--- src/rtl/cordic_pkg.sv ---
package cordic_pkg;

  // Strobes from control to datapath
  typedef struct packed {
    logic load;     // take a new angle, preset X/Y/Z
    logic step;     // one micro-rotation
    logic capture;  // register rounded outputs
  } cordic_strobe_t;

  // 1/gain of an infinite CORDIC chain, Q2.30
  localparam longint GAIN_Q30 = 64'd652032874;

  // atan(2^-n) as a fraction of a full turn, scaled by 2^24
  function automatic int atanTurn24(input int n);
    case (n)
      0: return 2097152;
      1: return 1238021;
      2: return 654136;
      3: return 332050;
      4: return 166669;
      5: return 83416;
      6: return 41718;
      7: return 20860;
      // small-angle region: atan(x) ~ x, 2^24/(2*pi) = 2670177
      default: return (n > 30) ? 0 : ((2670177 + (1 << (n - 1))) >> n);
    endcase
  endfunction

  // Same value on a 2^zw full-turn scale, rounded (zw <= 24)
  function automatic int atanScaled(input int n, input int zw);
    int rnd;
    rnd = (zw < 24) ? (1 << (23 - zw)) : 0;
    return (atanTurn24(n) + rnd) >> (24 - zw);
  endfunction

  // Reciprocal gain with frac fractional bits (frac <= 29)
  function automatic longint gainScaled(input int frac);
    return (GAIN_Q30 + (longint'(1) << (29 - frac))) >>> (30 - frac);
  endfunction

endpackage

--- src/rtl/cordic_ctrl.sv ---
module cordic_ctrl
  import cordic_pkg::*;
#(
  parameter int ITERS = 16,
  parameter int IDX_W = 4
) (
  input  logic                 clk,
  input  logic                 rstN,
  input  logic                 start,
  output cordic_strobe_t       strobes,
  output logic [IDX_W-1:0]     iterIdx,
  output logic                 busy,
  output logic                 done
);

  localparam int RUN_W = $clog2(ITERS + 2) + 1;

  typedef enum logic [1:0] {ST_IDLE, ST_RUN, ST_FINISH} ctrl_state_t;

  ctrl_state_t state;
  logic [IDX_W-1:0] iterCnt;
  logic lastIter;

  assign lastIter = (iterCnt == IDX_W'(ITERS - 1));

  always_ff @(posedge clk or negedge rstN) begin
    if (!rstN) begin
      state   <= ST_IDLE;
      iterCnt <= '0;
      done    <= 1'b0;
    end else begin
      done <= 1'b0;
      case (state)
        ST_IDLE: begin
          if (start) begin
            state   <= ST_RUN;
            iterCnt <= '0;
          end
        end
        ST_RUN: begin
          if (lastIter) state <= ST_FINISH;
          else          iterCnt <= iterCnt + 1'b1;
        end
        ST_FINISH: begin
          state <= ST_IDLE;
          done  <= 1'b1;
        end
        default: state <= ST_IDLE;
      endcase
    end
  end

  always_comb begin
    strobes.load    = (state == ST_IDLE) && start;
    strobes.step    = (state == ST_RUN);
    strobes.capture = (state == ST_FINISH);
  end

  assign iterIdx = iterCnt;
  assign busy    = (state == ST_RUN);

  // Length of the current busy window, for the checks below
  logic [RUN_W-1:0] runLen;
  always_ff @(posedge clk or negedge rstN) begin
    if (!rstN)     runLen <= '0;
    else if (busy) runLen <= runLen + 1'b1;
    else           runLen <= '0;
  end

  assert_start_to_busy_R2: assert property (@(posedge clk) disable iff (!rstN)
    (state == ST_IDLE && start) |=> busy);

  assert_busy_length_R10: assert property (@(posedge clk) disable iff (!rstN)
    $fell(busy) |-> (runLen == RUN_W'(ITERS)));

  assert_done_after_busy_R3: assert property (@(posedge clk) disable iff (!rstN)
    $fell(busy) |=> done);

  assert_done_pulse_R3: assert property (@(posedge clk) disable iff (!rstN)
    done |=> !done);

  assert_done_not_busy_R3: assert property (@(posedge clk) disable iff (!rstN)
    !(done && busy));

endmodule

--- src/rtl/cordic_datapath.sv ---
module cordic_datapath
  import cordic_pkg::*;
#(
  parameter int ANGLE_W  = 16,
  parameter int OUT_W    = 16,
  parameter int ITERS    = 16,
  parameter int IDX_W    = 4,
  parameter int GUARD_HI = 2,
  parameter int GUARD_LO = 4,
  parameter int ZFRAC    = 4
) (
  input  logic                       clk,
  input  logic                       rstN,
  input  cordic_strobe_t             strobes,
  input  logic [IDX_W-1:0]           iterIdx,
  input  logic [ANGLE_W-1:0]         angleIn,
  output logic signed [OUT_W-1:0]    sineOut,
  output logic signed [OUT_W-1:0]    cosineOut
);

  localparam int DW   = OUT_W + GUARD_HI + GUARD_LO;  // X/Y width
  localparam int ZW   = ANGLE_W + ZFRAC;              // residual angle width
  localparam int FRAC = OUT_W - 1 + GUARD_LO;         // X/Y fraction bits
  localparam int RW   = DW - GUARD_LO;                // rounded width
  localparam logic signed [DW-1:0] X_INIT    = DW'(gainScaled(FRAC));
  localparam logic signed [DW-1:0] ROUND_ADD = DW'(1) <<< (GUARD_LO - 1);
  localparam logic signed [RW-1:0] OUT_MAX   = RW'((1 << (OUT_W - 1)) - 1);
  localparam logic signed [RW-1:0] OUT_MIN   = -OUT_MAX - RW'(1);

  // Arctangent steps on the residual-angle scale
  logic signed [ZW-1:0] atanTab [ITERS];
  for (genvar i = 0; i < ITERS; i++) begin : g_atan
    assign atanTab[i] = ZW'(atanScaled(i, ZW));
  end

  logic signed [DW-1:0] xReg, yReg;
  logic signed [ZW-1:0] zReg;
  logic                 flipReg;

  // Quadrant fold: quadrants 1 and 2 move by half a turn
  logic               flipIn;
  logic [ANGLE_W-1:0] foldedAngle;
  assign flipIn      = angleIn[ANGLE_W-1] ^ angleIn[ANGLE_W-2];
  assign foldedAngle = angleIn ^ {flipIn, {(ANGLE_W-1){1'b0}}};

  // One micro-rotation
  logic signed [DW-1:0] xShift, yShift, xNext, yNext;
  logic signed [ZW-1:0] atanNow, zNext;
  logic                 zNeg;

  always_comb begin
    xShift  = xReg >>> iterIdx;
    yShift  = yReg >>> iterIdx;
    atanNow = atanTab[iterIdx];
    zNeg    = zReg[ZW-1];
    if (zNeg) begin
      xNext = xReg + yShift;
      yNext = yReg - xShift;
      zNext = zReg + atanNow;
    end else begin
      xNext = xReg - yShift;
      yNext = yReg + xShift;
      zNext = zReg - atanNow;
    end
  end

  // Sign restore, rounding, saturation
  function automatic logic signed [OUT_W-1:0] clipOut(input logic signed [RW-1:0] v);
    if (v > OUT_MAX)      return OUT_MAX[OUT_W-1:0];
    else if (v < OUT_MIN) return OUT_MIN[OUT_W-1:0];
    else                  return v[OUT_W-1:0];
  endfunction

  logic signed [DW-1:0] xSigned, ySigned, xRound, yRound;
  always_comb begin
    xSigned = flipReg ? -xReg : xReg;
    ySigned = flipReg ? -yReg : yReg;
    xRound  = xSigned + ROUND_ADD;
    yRound  = ySigned + ROUND_ADD;
  end

  always_ff @(posedge clk or negedge rstN) begin
    if (!rstN) begin
      xReg      <= '0;
      yReg      <= '0;
      zReg      <= '0;
      flipReg   <= 1'b0;
      sineOut   <= '0;
      cosineOut <= '0;
    end else begin
      if (strobes.load) begin
        xReg    <= X_INIT;
        yReg    <= '0;
        zReg    <= {foldedAngle, {ZFRAC{1'b0}}};
        flipReg <= flipIn;
      end else if (strobes.step) begin
        xReg <= xNext;
        yReg <= yNext;
        zReg <= zNext;
      end
      if (strobes.capture) begin
        cosineOut <= clipOut(xRound[DW-1:GUARD_LO]);
        sineOut   <= clipOut(yRound[DW-1:GUARD_LO]);
      end
    end
  end

  // Checks on the residual angle
  localparam logic [ZW-1:0] Z_QUARTER = ZW'(1) << (ZW - 2);
  localparam logic [ZW-1:0] Z_BOUND   = ZW'(8 * atanScaled(ITERS - 1, ZW) + ITERS);
  logic [ZW-1:0] zMag;
  assign zMag = zReg[ZW-1] ? ZW'(-zReg) : ZW'(zReg);

  assert_fold_range_R6: assert property (@(posedge clk) disable iff (!rstN)
    strobes.load |=> (zMag <= Z_QUARTER));

  assert_residual_converged_R9: assert property (@(posedge clk) disable iff (!rstN)
    strobes.capture |-> (zMag <= Z_BOUND));

endmodule

--- src/rtl/cordic_sincos.sv ---
module cordic_sincos
  import cordic_pkg::*;
#(
  parameter int ANGLE_W  = 16,
  parameter int OUT_W    = 16,
  parameter int ITERS    = 16,
  parameter int GUARD_HI = 2,
  parameter int GUARD_LO = 4,
  parameter int ZFRAC    = 4
) (
  input  logic                    clk,
  input  logic                    rstN,
  input  logic                    start,
  input  logic [ANGLE_W-1:0]      angle,
  output logic                    busy,
  output logic                    done,
  output logic signed [OUT_W-1:0] sine,
  output logic signed [OUT_W-1:0] cosine
);

  localparam int IDX_W = (ITERS > 1) ? $clog2(ITERS) : 1;

  cordic_strobe_t   strobes;
  logic [IDX_W-1:0] iterIdx;

  cordic_ctrl #(
    .ITERS(ITERS),
    .IDX_W(IDX_W)
  ) u_ctrl (
    .clk(clk),
    .rstN(rstN),
    .start(start),
    .strobes(strobes),
    .iterIdx(iterIdx),
    .busy(busy),
    .done(done)
  );

  cordic_datapath #(
    .ANGLE_W(ANGLE_W),
    .OUT_W(OUT_W),
    .ITERS(ITERS),
    .IDX_W(IDX_W),
    .GUARD_HI(GUARD_HI),
    .GUARD_LO(GUARD_LO),
    .ZFRAC(ZFRAC)
  ) u_dp (
    .clk(clk),
    .rstN(rstN),
    .strobes(strobes),
    .iterIdx(iterIdx),
    .angleIn(angle),
    .sineOut(sine),
    .cosineOut(cosine)
  );

  assert_hold_while_busy_R4: assert property (@(posedge clk) disable iff (!rstN)
    busy |=> ($stable(sine) && $stable(cosine)));

  assert_hold_without_done_R4: assert property (@(posedge clk) disable iff (!rstN)
    !$rose(done) |-> ($stable(sine) && $stable(cosine)));

endmodule

--- config.mk ---
export PLATFORM = sky130hd
export DESIGN_NAME = cordic_sincos
export DESIGN_NICKNAME = d
export VERILOG_FILES = /design/src/rtl/cordic_pkg.sv /design/src/rtl/cordic_ctrl.sv /design/src/rtl/cordic_datapath.sv /design/src/rtl/cordic_sincos.sv
export SDC_FILE = /design/constraint.sdc
export NUM_CORES = 1
export LEC_CHECK = 0
export ABC_AREA = 1
export BUFFER_PORTS_ARGS = -buffer_cell sky130_fd_sc_hd__buf_2
export CAP_MARGIN = 20
export CORE_UTILIZATION = 30
export CTS_CLUSTER_SIZE = 8
export DETAILED_ROUTE_END_ITERATION = 7
export SLEW_MARGIN = 25
export SYNTH_ARGS = -nofsm -noshare
export SYNTH_HDL_FRONTEND = slang
export SYNTH_SLANG_ARGS = --single-unit
--- constraint.sdc ---
create_clock -name clk -period 3.7 [get_ports clk]
set_input_delay 0.185 -clock clk [delete_from_list [all_inputs] [get_ports clk]]
set_output_delay 0.185 -clock clk [all_outputs]
set_load 0.1 [all_outputs]
# Word level (Yosys, flattened, before mapping)
# Memory sizes are Yosys's and may differ from the RTL's.
# Index checks and enable logic that the tools add are counted.
# Widths: inputs -> output; s select.
dict set report totals {
  ff_bits 104
  latchBits 0
  ram_bits 0
  rom_bits 320
  inputBits 19
  out_inout_bits 34
  wordCells 67
  mem_count 1
}
# name depth word_bits read_ports rd_clocked_by_memory_dff wr line
set memory_table {}
lappend memory_table {{(name not given)} 16 20 1 0 0 cordic_datapath.sv:54} ;# atanNow = atanTab[iterIdx];
dict set report op_classes {
  addsub 11
  multipliers 0
  div 0
  n_lt_le_gt_ge 5
  n_eq_ne 6
  shifts 2
  n_mux 24
  n_bitwise 3
  n_reduce_logical 6
}
# op n
set op_table {}
lappend op_table {{$mux 22} 8}
lappend op_table {{$mux 20} 5}
lappend op_table {{$mux 16} 4}
lappend op_table {{$add 22x22->22} 2}
lappend op_table {{$add 22x5->22 const B} 2}
lappend op_table {{$neg 22->22} 2}
lappend op_table {{$sshr 22x4->22} 2}
lappend op_table {{$sub 22x22->22} 2}
lappend op_table {{$gt 18x16->1 const B} 2}
lappend op_table {{$lt 18x16->1 const B} 2}
lappend op_table {{$add 20x20->20} 1}
lappend op_table {{$sub 20x20->20} 1}
lappend op_table {{$xor 16x16->16} 1}
lappend op_table {{$mux 4} 2}
lappend op_table {{$pmux 4 s2} 1}
lappend op_table {{$ge 5x5->1 const B} 1}
lappend op_table {{$not 4->5} 1}
lappend op_table {{$add 4x1->4 const B} 1}
lappend op_table {{$eq 4x4->1 const B} 1}
lappend op_table {{$mux 2} 2}
lappend op_table {{$ne 2x2->1 const B} 2}
lappend op_table {{$pmux 2 s2} 1}
lappend op_table {{$reduce_bool 2->1} 2}
lappend op_table {{$reduce_and 3->1} 1}
lappend op_table {{8 further kinds} 8}

# Longest topological paths before layout
# Gate-level depths: netlist of run 1.
dict set report logic_depth {
  word_depth 8
  ltp_mapped 30
  mapped_depth_nobuf 28
}

# By module
# A second synthesis of run 1 with hierarchy kept.
dict set report unflattened {
  hier_cells 2127
  area_unflattened_um2 13015.0
}
# module n_inst cells_each area_per_inst_um2 seq_area_each_um2
set by_module_without_submodules {}
lappend by_module_without_submodules {cordic_datapath 1 2090 12685.9 2427.3}
lappend by_module_without_submodules {cordic_ctrl 1 37 329.1 175.2}

# Least setup slack after synthesis of run 1
# OpenSTA, ideal clock, no wires.
dict set report synth_timing {
  path_kind {register -> register}
  startpoint {reg u_ctrl.iterCnt[0], in the netlist u_ctrl.iterIdx[0]}
  endpoint {reg u_dp.xReg[19]}
  setup_time_ns 0.134
  arrival_time_ns 3.659
  required_time_ns 3.566
  setup_slack_ns -0.093
  stages_incl_launch_ff 25
  n_path_buf 2
  period_less_slack_ns 3.793
  cell_sequence {dfrtp_1 buf_4 buf_2 o21ai_0 nand2_1 nand3_1 nand2_1 a21oi_1 inv_1 nor2_1 nand2_1 o31ai_1 xor2_1 inv_1 ha_1 inv_1 o21ai_0 a31oi_1 o21ai_0 a21oi_1 o21bai_1 a21oi_1 or2_2 nand3_1 o21ai_0}
}
dict set report synth_via {
  elab_chain_cells 5
  elab_cells_between_ends 6
  classes_between {add/sub: 2; shift: 1; mux: 3}
}
# item line
set synth_lines {}
lappend synth_lines {{from (decl)} cordic_ctrl.sv:21} ;# logic [IDX_W-1:0] iterCnt;
lappend synth_lines {{from (signal assigned)} cordic_ctrl.sv:42} ;# else iterCnt <= iterCnt + 1'b1;
lappend synth_lines {{$sshr 22x4->22 *} cordic_datapath.sv:53} ;# yShift = yReg >>> iterIdx;
lappend synth_lines {{$sub 22x22->22 or $add 22x22->22 (tied branches)} {cordic_datapath.sv:61, cordic_datapath.sv:57}}
lappend synth_lines {{$mux 22 *} cordic_datapath.sv:56} ;# if (zNeg) begin
lappend synth_lines {{$mux 22 *} cordic_datapath.sv:96} ;# end else if (strobes.step) begin
lappend synth_lines {{$mux 22 *} cordic_datapath.sv:91} ;# if (strobes.load) begin
lappend synth_lines {{to (signal assigned)} cordic_datapath.sv:97} ;# xReg <= xNext;
lappend synth_lines {{to (decl)} cordic_datapath.sv:36} ;# logic signed [DW-1:0] xReg, yReg;
# Mark *: on every way between the ends. The rest lies on a longest branch, timed or not. The select of a mux whose other input is x is not followed.
# A chain may end at the register's enable or synchronous reset.

# Final worst setup path of run 1
dict set report layout_timing {
  startpoint {reg u_ctrl.iterCnt[0], in the netlist u_ctrl.iterIdx[0]}
  endpoint {reg u_dp.zReg[19]}
}
dict set report layout_via {
  elab_chain_cells 8
  elab_cells_between_ends 9
  classes_between {add/sub: 2; mux: 5; bitwise: 1; memory: 1}
}
# item line
set layout_lines {}
lappend layout_lines {{$not 4->5 (implied by the code) *} cordic_datapath.sv:54}
lappend layout_lines {{$mem_v2 16x20 *} -}
lappend layout_lines {{$mux 20 (implied by the code) * (2 in series)} cordic_datapath.sv:54}
lappend layout_lines {{$sub 20x20->20 or $add 20x20->20 (tied branches)} {cordic_datapath.sv:63, cordic_datapath.sv:59}}
lappend layout_lines {{$mux 20 *} cordic_datapath.sv:56}
lappend layout_lines {{$mux 20 *} cordic_datapath.sv:96}
lappend layout_lines {{$mux 20 *} cordic_datapath.sv:91}
lappend layout_lines {{to (signal assigned)} cordic_datapath.sv:94} ;# zReg <= {foldedAngle, {ZFRAC{1'b0}}};
lappend layout_lines {{to (signal assigned)} cordic_datapath.sv:99} ;# zReg <= zNext;
lappend layout_lines {{to (decl)} cordic_datapath.sv:37} ;# logic signed [ZW-1:0] zReg;
# Marked as above.

==> results.toml, run 1 <==
[finish]
layout-drive-gt1-share_pct = 41.16
final_cell_mix = "nand2_1, buf_4, inv_1, nor2_1, nand3_1"
finalInstanceArea_mm2 = 0.02072
layout_commonest_cell = "nand2_1"
final_util_pct = 48.20
final_nets = 2766
antenna_cells_inserted = 0
syn2layout_area_growth_pct = 58.86

[yosys]
synthCells = 2160
ys_top_cells_by_area = "dfrtp_1, nand2_1, nand3_1, ha_1, inv_1"
synth_top_area_share_pct = 19.96
ys_types = 59
synth_edf_count = 0
ys_seq_elements = 104
synth_seq_area_share_pct = 19.96
synthArstFlopShare_pct = 100.0
synth_area_per_cell_um2 = 6.038
ys.flop_type = "dfrtp_1"
synth_top_area_cell = "dfrtp_1"
syn_nets = 2256
synthesis.area_mm2 = 0.01304
yosys_warnings = 0

[hold_path]
hold_path_depth = 3
min_path_type = "primary input to flop"

[sta]
finalSetupViolations = 33
worstMarginPinSlew_ns = 0.7803
post-route-min-period_ns = 4.003
finalCritPeriodShare_pct = 108.2
hold_viol = 0
slew_viol_final = 0
clock_skew_ns = 0.01827
max_freq_mhz = 249.8
rsz0062_at_grt = "true"
setup_slack_ns = -0.3028
maxSlewHeadroom_pct = 47.98
tns_ns = -4.590

[place]
gp_congestion = 0.9339
dpl_cell_area_mm2 = 0.01685
dp_hpwl_um = 37820
io_buffers = 52

[critical_path]
end_kind = "flop"
cpPeakStageDelay_ns = 0.46
criticalPathCategory = "flop to flop"
rr_endpoint = "u_dp.zReg[19]$_DFFE_PN0P_"
startpoint = "u_ctrl.iterIdx[0]$_DFFE_PN0P_"
required_ns = 3.98
crit_path_end = "u_dp.zReg[19]$_DFFE_PN0P_"
cp_common_cell = "nor2_1"
worstReg2RegStart = "u_ctrl.iterIdx[0]$_DFFE_PN0P_"
cp_max_fo = 5
ff2ff_path_depth = 26
critical_path_arrival_ns = 4.29
r2r_setup_slack_ns = -0.30
start_kind = "flop"
crit_path_top_delay_cell = "dfrtp_2"

[global_routing]
antenna_found_initial = 0
grt_max_degree = 64
grt-ovfl-total = 0
grt_pass1_wl_um = 80240
grtUsageTotal_pct = 22.70
grt_pass1_vias = 16030

[drt]
wire_per_inst_um = 16.27
detail_route.vias_per_cell = 5.057
dr.pass1.iters = 5
ant_nets = 0
routed_wl_um = 53040
drt_iter0_markers = 1091
vias = 16490
drc_errors = 0

[clocking]
cts_buffers = 9
clock_sinks = 104
cts_tree = "yes"
path_clk_slew_ns = 0.07
cts_root_buf = "clkbuf_16"
insertion_delay_ns = 0.41
clockBufferDepth = 2
htreeDepth = 3

[status]
violations = "setup timing"
status = "finished, violations left"

[die]
die_w_um = 210.5
die_area_mm2 = 0.04431
io_pins = 53
die_h_um = 210.5
start_util_pct = 30.34
rows = 76
core_mm2 = 0.04298

[job]
cap_violations = 0
## final cells by class
type / count / area (µm²)
flip-flops and latches: 104 / 2606
clock buffers: 10 / 239.0
inverters: 239 / 912.1
multi-input cells: 1747 / 11610
fillers: 4230 / 22260
repair buffers: 569 / 4562
well taps: 585 / 732.0
clock inverters: 6 / 51.30
## routing by layer
metal / share of wire (%) / GRT usage [%] / vias to the layer above
met5: 0 / 0 / -
met4: 3.2 / 8.046 / 0
met3: 5.1 / 3.769 / 124
met2: 49 / 39.63 / 478
met1: 42 / 28.01 / 7775
li1: - / - / 8110
## worst min path at each step
stage,start,end,slack [ns]
floorplan,rstN,u_ctrl.done$_DFF_PN0_,-0.11
global placement,rstN,u_dp.cosineOut[6]$_DFFE_PN0P_,0.37
detailed placement,rstN,u_dp.cosineOut[6]$_DFFE_PN0P_,0.38
CTS,angle[0],u_dp.zReg[4]$_DFFE_PN0P_,0.0008
global route,angle[11],u_dp.zReg[15]$_DFFE_PN0P_,0.02
finish,angle[11],u_dp.zReg[15]$_DFFE_PN0P_,0.01
## stage by stage
stage / hold slack, ns / worst slack, ns / instances
after floorplan: -0.1106 / -0.02427 / 2160
after global placement: 0.3696 / -0.5153 / 3136
after detailed placement: 0.3769 / -0.5581 / 3136
after CTS: 0.0008439 / -0.2086 / 3222
after global routing: 0.02123 / -0.5181 / 3260
final: 0.01351 / -0.3028 / 3260
## critical path, delay by kind of cell (launching register included)
family | cells | cell delay (ns)
and+or+nand+nor | 13 | 1.31
DFF | 1 | 0.46
adders and majority gates | 3 | 0.62
buffers and inverters | 6 | 0.71
AOI/OAI and AO/OA | 3 | 0.62
xor gates and xnor gates | 1 | 0.16
## sequential cells by signal, indices dropped and copies added, names as in the netlist
signal and cells:
u_dp.zReg 20, u_dp.yReg 22, u_dp.flipReg 1, u_ctrl.done 1, u_dp.sineOut 16, u_dp.xReg 22
u_dp.cosineOut 16, u_ctrl.state 2, u_ctrl.iterIdx 4
## cell families after synthesis
| group | synth area share, % |
|---|---|
| AO/OA/AOI/OAI | 16.17 |
| XOR/XNOR | 6.985 |
| adder cells (fa/ha/maj) | 7.560 |
| buffers and inverters | 9.613 |
| flip-flops | 19.96 |
| AND/OR/NAND/NOR | 39.72 |
## repair_timing
action / CTS / global route
cloned: 3 / 5
hold endpoints to repair: 68 / 0
setup endpoints to repair: 39 / 45
hold buffers: 9 / 0
buffers inserted: 58 / 39
pin swaps: 73 / 169
gates resized for setup: 288 / 356
## cells in the mapped netlist (4+ instances only)
library cell	n
a21oi_2	12
clkbuf_1	31
nand2_1	636
buf_2	22
o31ai_1	8
o21ai_1	6
nor2_2	13
nand4_1	21
o21ai_0	123
ha_1	74
buf_6	4
nand3b_1	7
dfrtp_1	104
nand3_2	7
inv_2	6
inv_1	228
clkinv_1	4
a21o_1	4
nor4_1	4
a21boi_0	5
nor3_1	20
o211ai_1	23
o21bai_1	9
xnor2_1	22
a31oi_1	9
nor2_1	223
a21oi_1	120
o21a_1	7
o22ai_1	20
nor2_4	6
nand3_1	241
buf_4	9
nand2_2	19
xor2_1	77
buf_1	4
Power of run 1 is not shown: default switching activity piles up to over one toggle a cycle in this logic, so the estimate is an artifact.
==> run 2, diff against run 1 <==
HOLD_SLACK_MARGIN = 0.06   (was unset)
PLACE_DENSITY_LB_ADDON = 0.05   (was unset)
==> run 2 against run 1 <==
  * The flow finishes with violations (DRC, setup timing)
  * Highest routed layer unchanged
  * Final cell count shrank 0.31%
  * Via count shrank 3.1%
  * Routed wire length grew 2.2%
  * Core utilization grew 0.34 points
  * Critical endpoint is now u_dp.xReg[20]$_DFFE_PN0P_
  * Worst setup slack gained 0.13 ns
==> results.toml, run 2 (synthesis gave the netlist of run 1 again) <==
[status]
status = "finished, violations left"
violations = "DRC, setup timing"

[clocking]
htreeDepth = 3
cts_tree = "yes"
insertion_delay_ns = 0.41
cts_buffers = 9
clockBufferDepth = 2
path_clk_slew_ns = 0.09
clock_sinks = 104
cts_root_buf = "clkbuf_16"

[critical_path]
critical_path_arrival_ns = 4.18
r2r_setup_slack_ns = -0.18
startpoint = "u_ctrl.iterIdx[0]$_DFFE_PN0P_"
crit_path_top_delay_cell = "dfrtp_2"
ff2ff_path_depth = 29
cp_max_fo = 6
end_kind = "flop"
cp.depth = 29
cp_common_cell = "buf_4"
crit_path_end = "u_dp.xReg[20]$_DFFE_PN0P_"
criticalPathCategory = "flop to flop"
cpPeakStageDelay_ns = 0.46
worstReg2RegStart = "u_ctrl.iterIdx[0]$_DFFE_PN0P_"
crit_family = "buffers and inverters"
required_ns = 4.00
rr_endpoint = "u_dp.xReg[20]$_DFFE_PN0P_"
worst-path-buf-inv = 8
start_kind = "flop"

[global_routing]
grtUsageTotal_pct = 24.18
grt-ovfl-total = 0
grt_pass1_vias = 15530
antenna_found_initial = 2
grt_max_degree = 65
grt_pass1_wl_um = 83270

[sta]
slew_viol_final = 0
worstMarginPinSlew_ns = 0.8073
finalSetupViolations = 22
setup_slack_ns = -0.1766
post-route-min-period_ns = 3.877
clock_skew_ns = 0.01670
finalCritPeriodShare_pct = 104.8
maxSlewHeadroom_pct = 45.85
hold_viol = 0
max_freq_mhz = 258.0
rsz0062_at_grt = "true"

[drt]
wire_per_inst_um = 16.67
routed_wl_um = 54180
drc_errors = 1
ant_nets = 0
vias = 15980
detail_route.vias_per_cell = 4.915
dr.pass1.iters = 7
drt_iter0_markers = 778

[place]
gp_congestion = 0.8904
dp_hpwl_um = 40980
io_buffers = 52

[job]
cap_violations = 0

[hold_path]
min_path_type = "primary input to flop"

[finish]
final_cell_mix = "nand2_1, buf_4, inv_1, nor2_1, nand3_1"
top_regs = "u_dp.xReg x22, u_dp.yReg x22, u_dp.zReg x20"
antenna_cells_inserted = 0
final_nets = 2756
nFillCells = 4424
syn2layout_area_growth_pct = 59.97
layout-drive-gt1-share_pct = 40.86
layout_commonest_cell = "nand2_1"
final_util_pct = 48.54

[die]
start_util_pct = 30.34
core_mm2 = 0.04298
die_area_mm2 = 0.04431
rows = 76
die_h_um = 210.5
io_pins = 53
die_w_um = 210.5
==> run 2: per-stage QoR <==
step           hold slack [ns]  instance area, µm²  TNS [ns]  cells  worst slack (ns)
3_5_place_dp            0.4034               16980    -14.74   3145           -0.8201
3_3_place_gp            0.3973               16980    -14.42   3145           -0.7668
6_report               0.07613               20860    -1.368   3250           -0.1766
5_1_grt                 0.1024               20860    -8.397   3250           -0.3778
4_1_cts                0.06611               19380    -2.006   3226           -0.2096
2_1_floorplan          -0.1106               13090  -0.02427   2160          -0.02427
==> run 2: worst min-delay path by stage <==
stage | start | endpoint | slack [ns] | depth (start not counted)
6_report | angle[15] | u_dp.flipReg$_DFFE_PN0P_ | 0.08 | 4
3_5_place_dp | rstN | u_ctrl.done$_DFF_PN0_ | 0.40 | 1
4_1_cts | angle[15] | u_dp.flipReg$_DFFE_PN0P_ | 0.07 | 4
3_3_place_gp | rstN | u_ctrl.done$_DFF_PN0_ | 0.40 | 1
2_1_floorplan | rstN | u_ctrl.done$_DFF_PN0_ | -0.11 | 0
5_1_grt | angle[15] | u_dp.flipReg$_DFFE_PN0P_ | 0.10 | 4
==> run 2: worst min-delay path: cells and delay by family <==
family / cells / cell delay (ns)
AO/OA/AOI/OAI: 1 / 0.06
AND/OR/NAND/NOR: 1 / 0.05
buffers and inverters: 1 / 0.09
XOR/XNOR: 1 / 0.06
==> run 2: area by class of cell <==
class	count	area [µm²]	share of cell area, %
multi-input cells	1747	11920	57.15
repair buffers	559	4399	21.09
flip-flops and latches	104	2605	12.49
inverters	239	907.1	4.348
well taps	585	732.0	3.508
clock buffers	11	232.7	1.116
clock inverters	5	62.56	0.2999
==> run 2: layer usage <==
metal	global-route usage, %	wire [µm]	up-vias
met4	8.121	1562	0
li1	-	-	8081
met3	2.458	1809	80
met2	41.96	26160	289
met1	31.19	24650	7525
met5	0	0	-
==> run 2: what timing repair did <==
item                       in CTS  in global routing
hold endpoints to repair       77                  0
hold buffers                   15                  0
setup endpoints to repair      44                 42
resized for setup             359                312
setup buffers                  55                 27
cloned                          2                  1
pin swaps                     134                142
Power of run 2 is left out for the same reason.
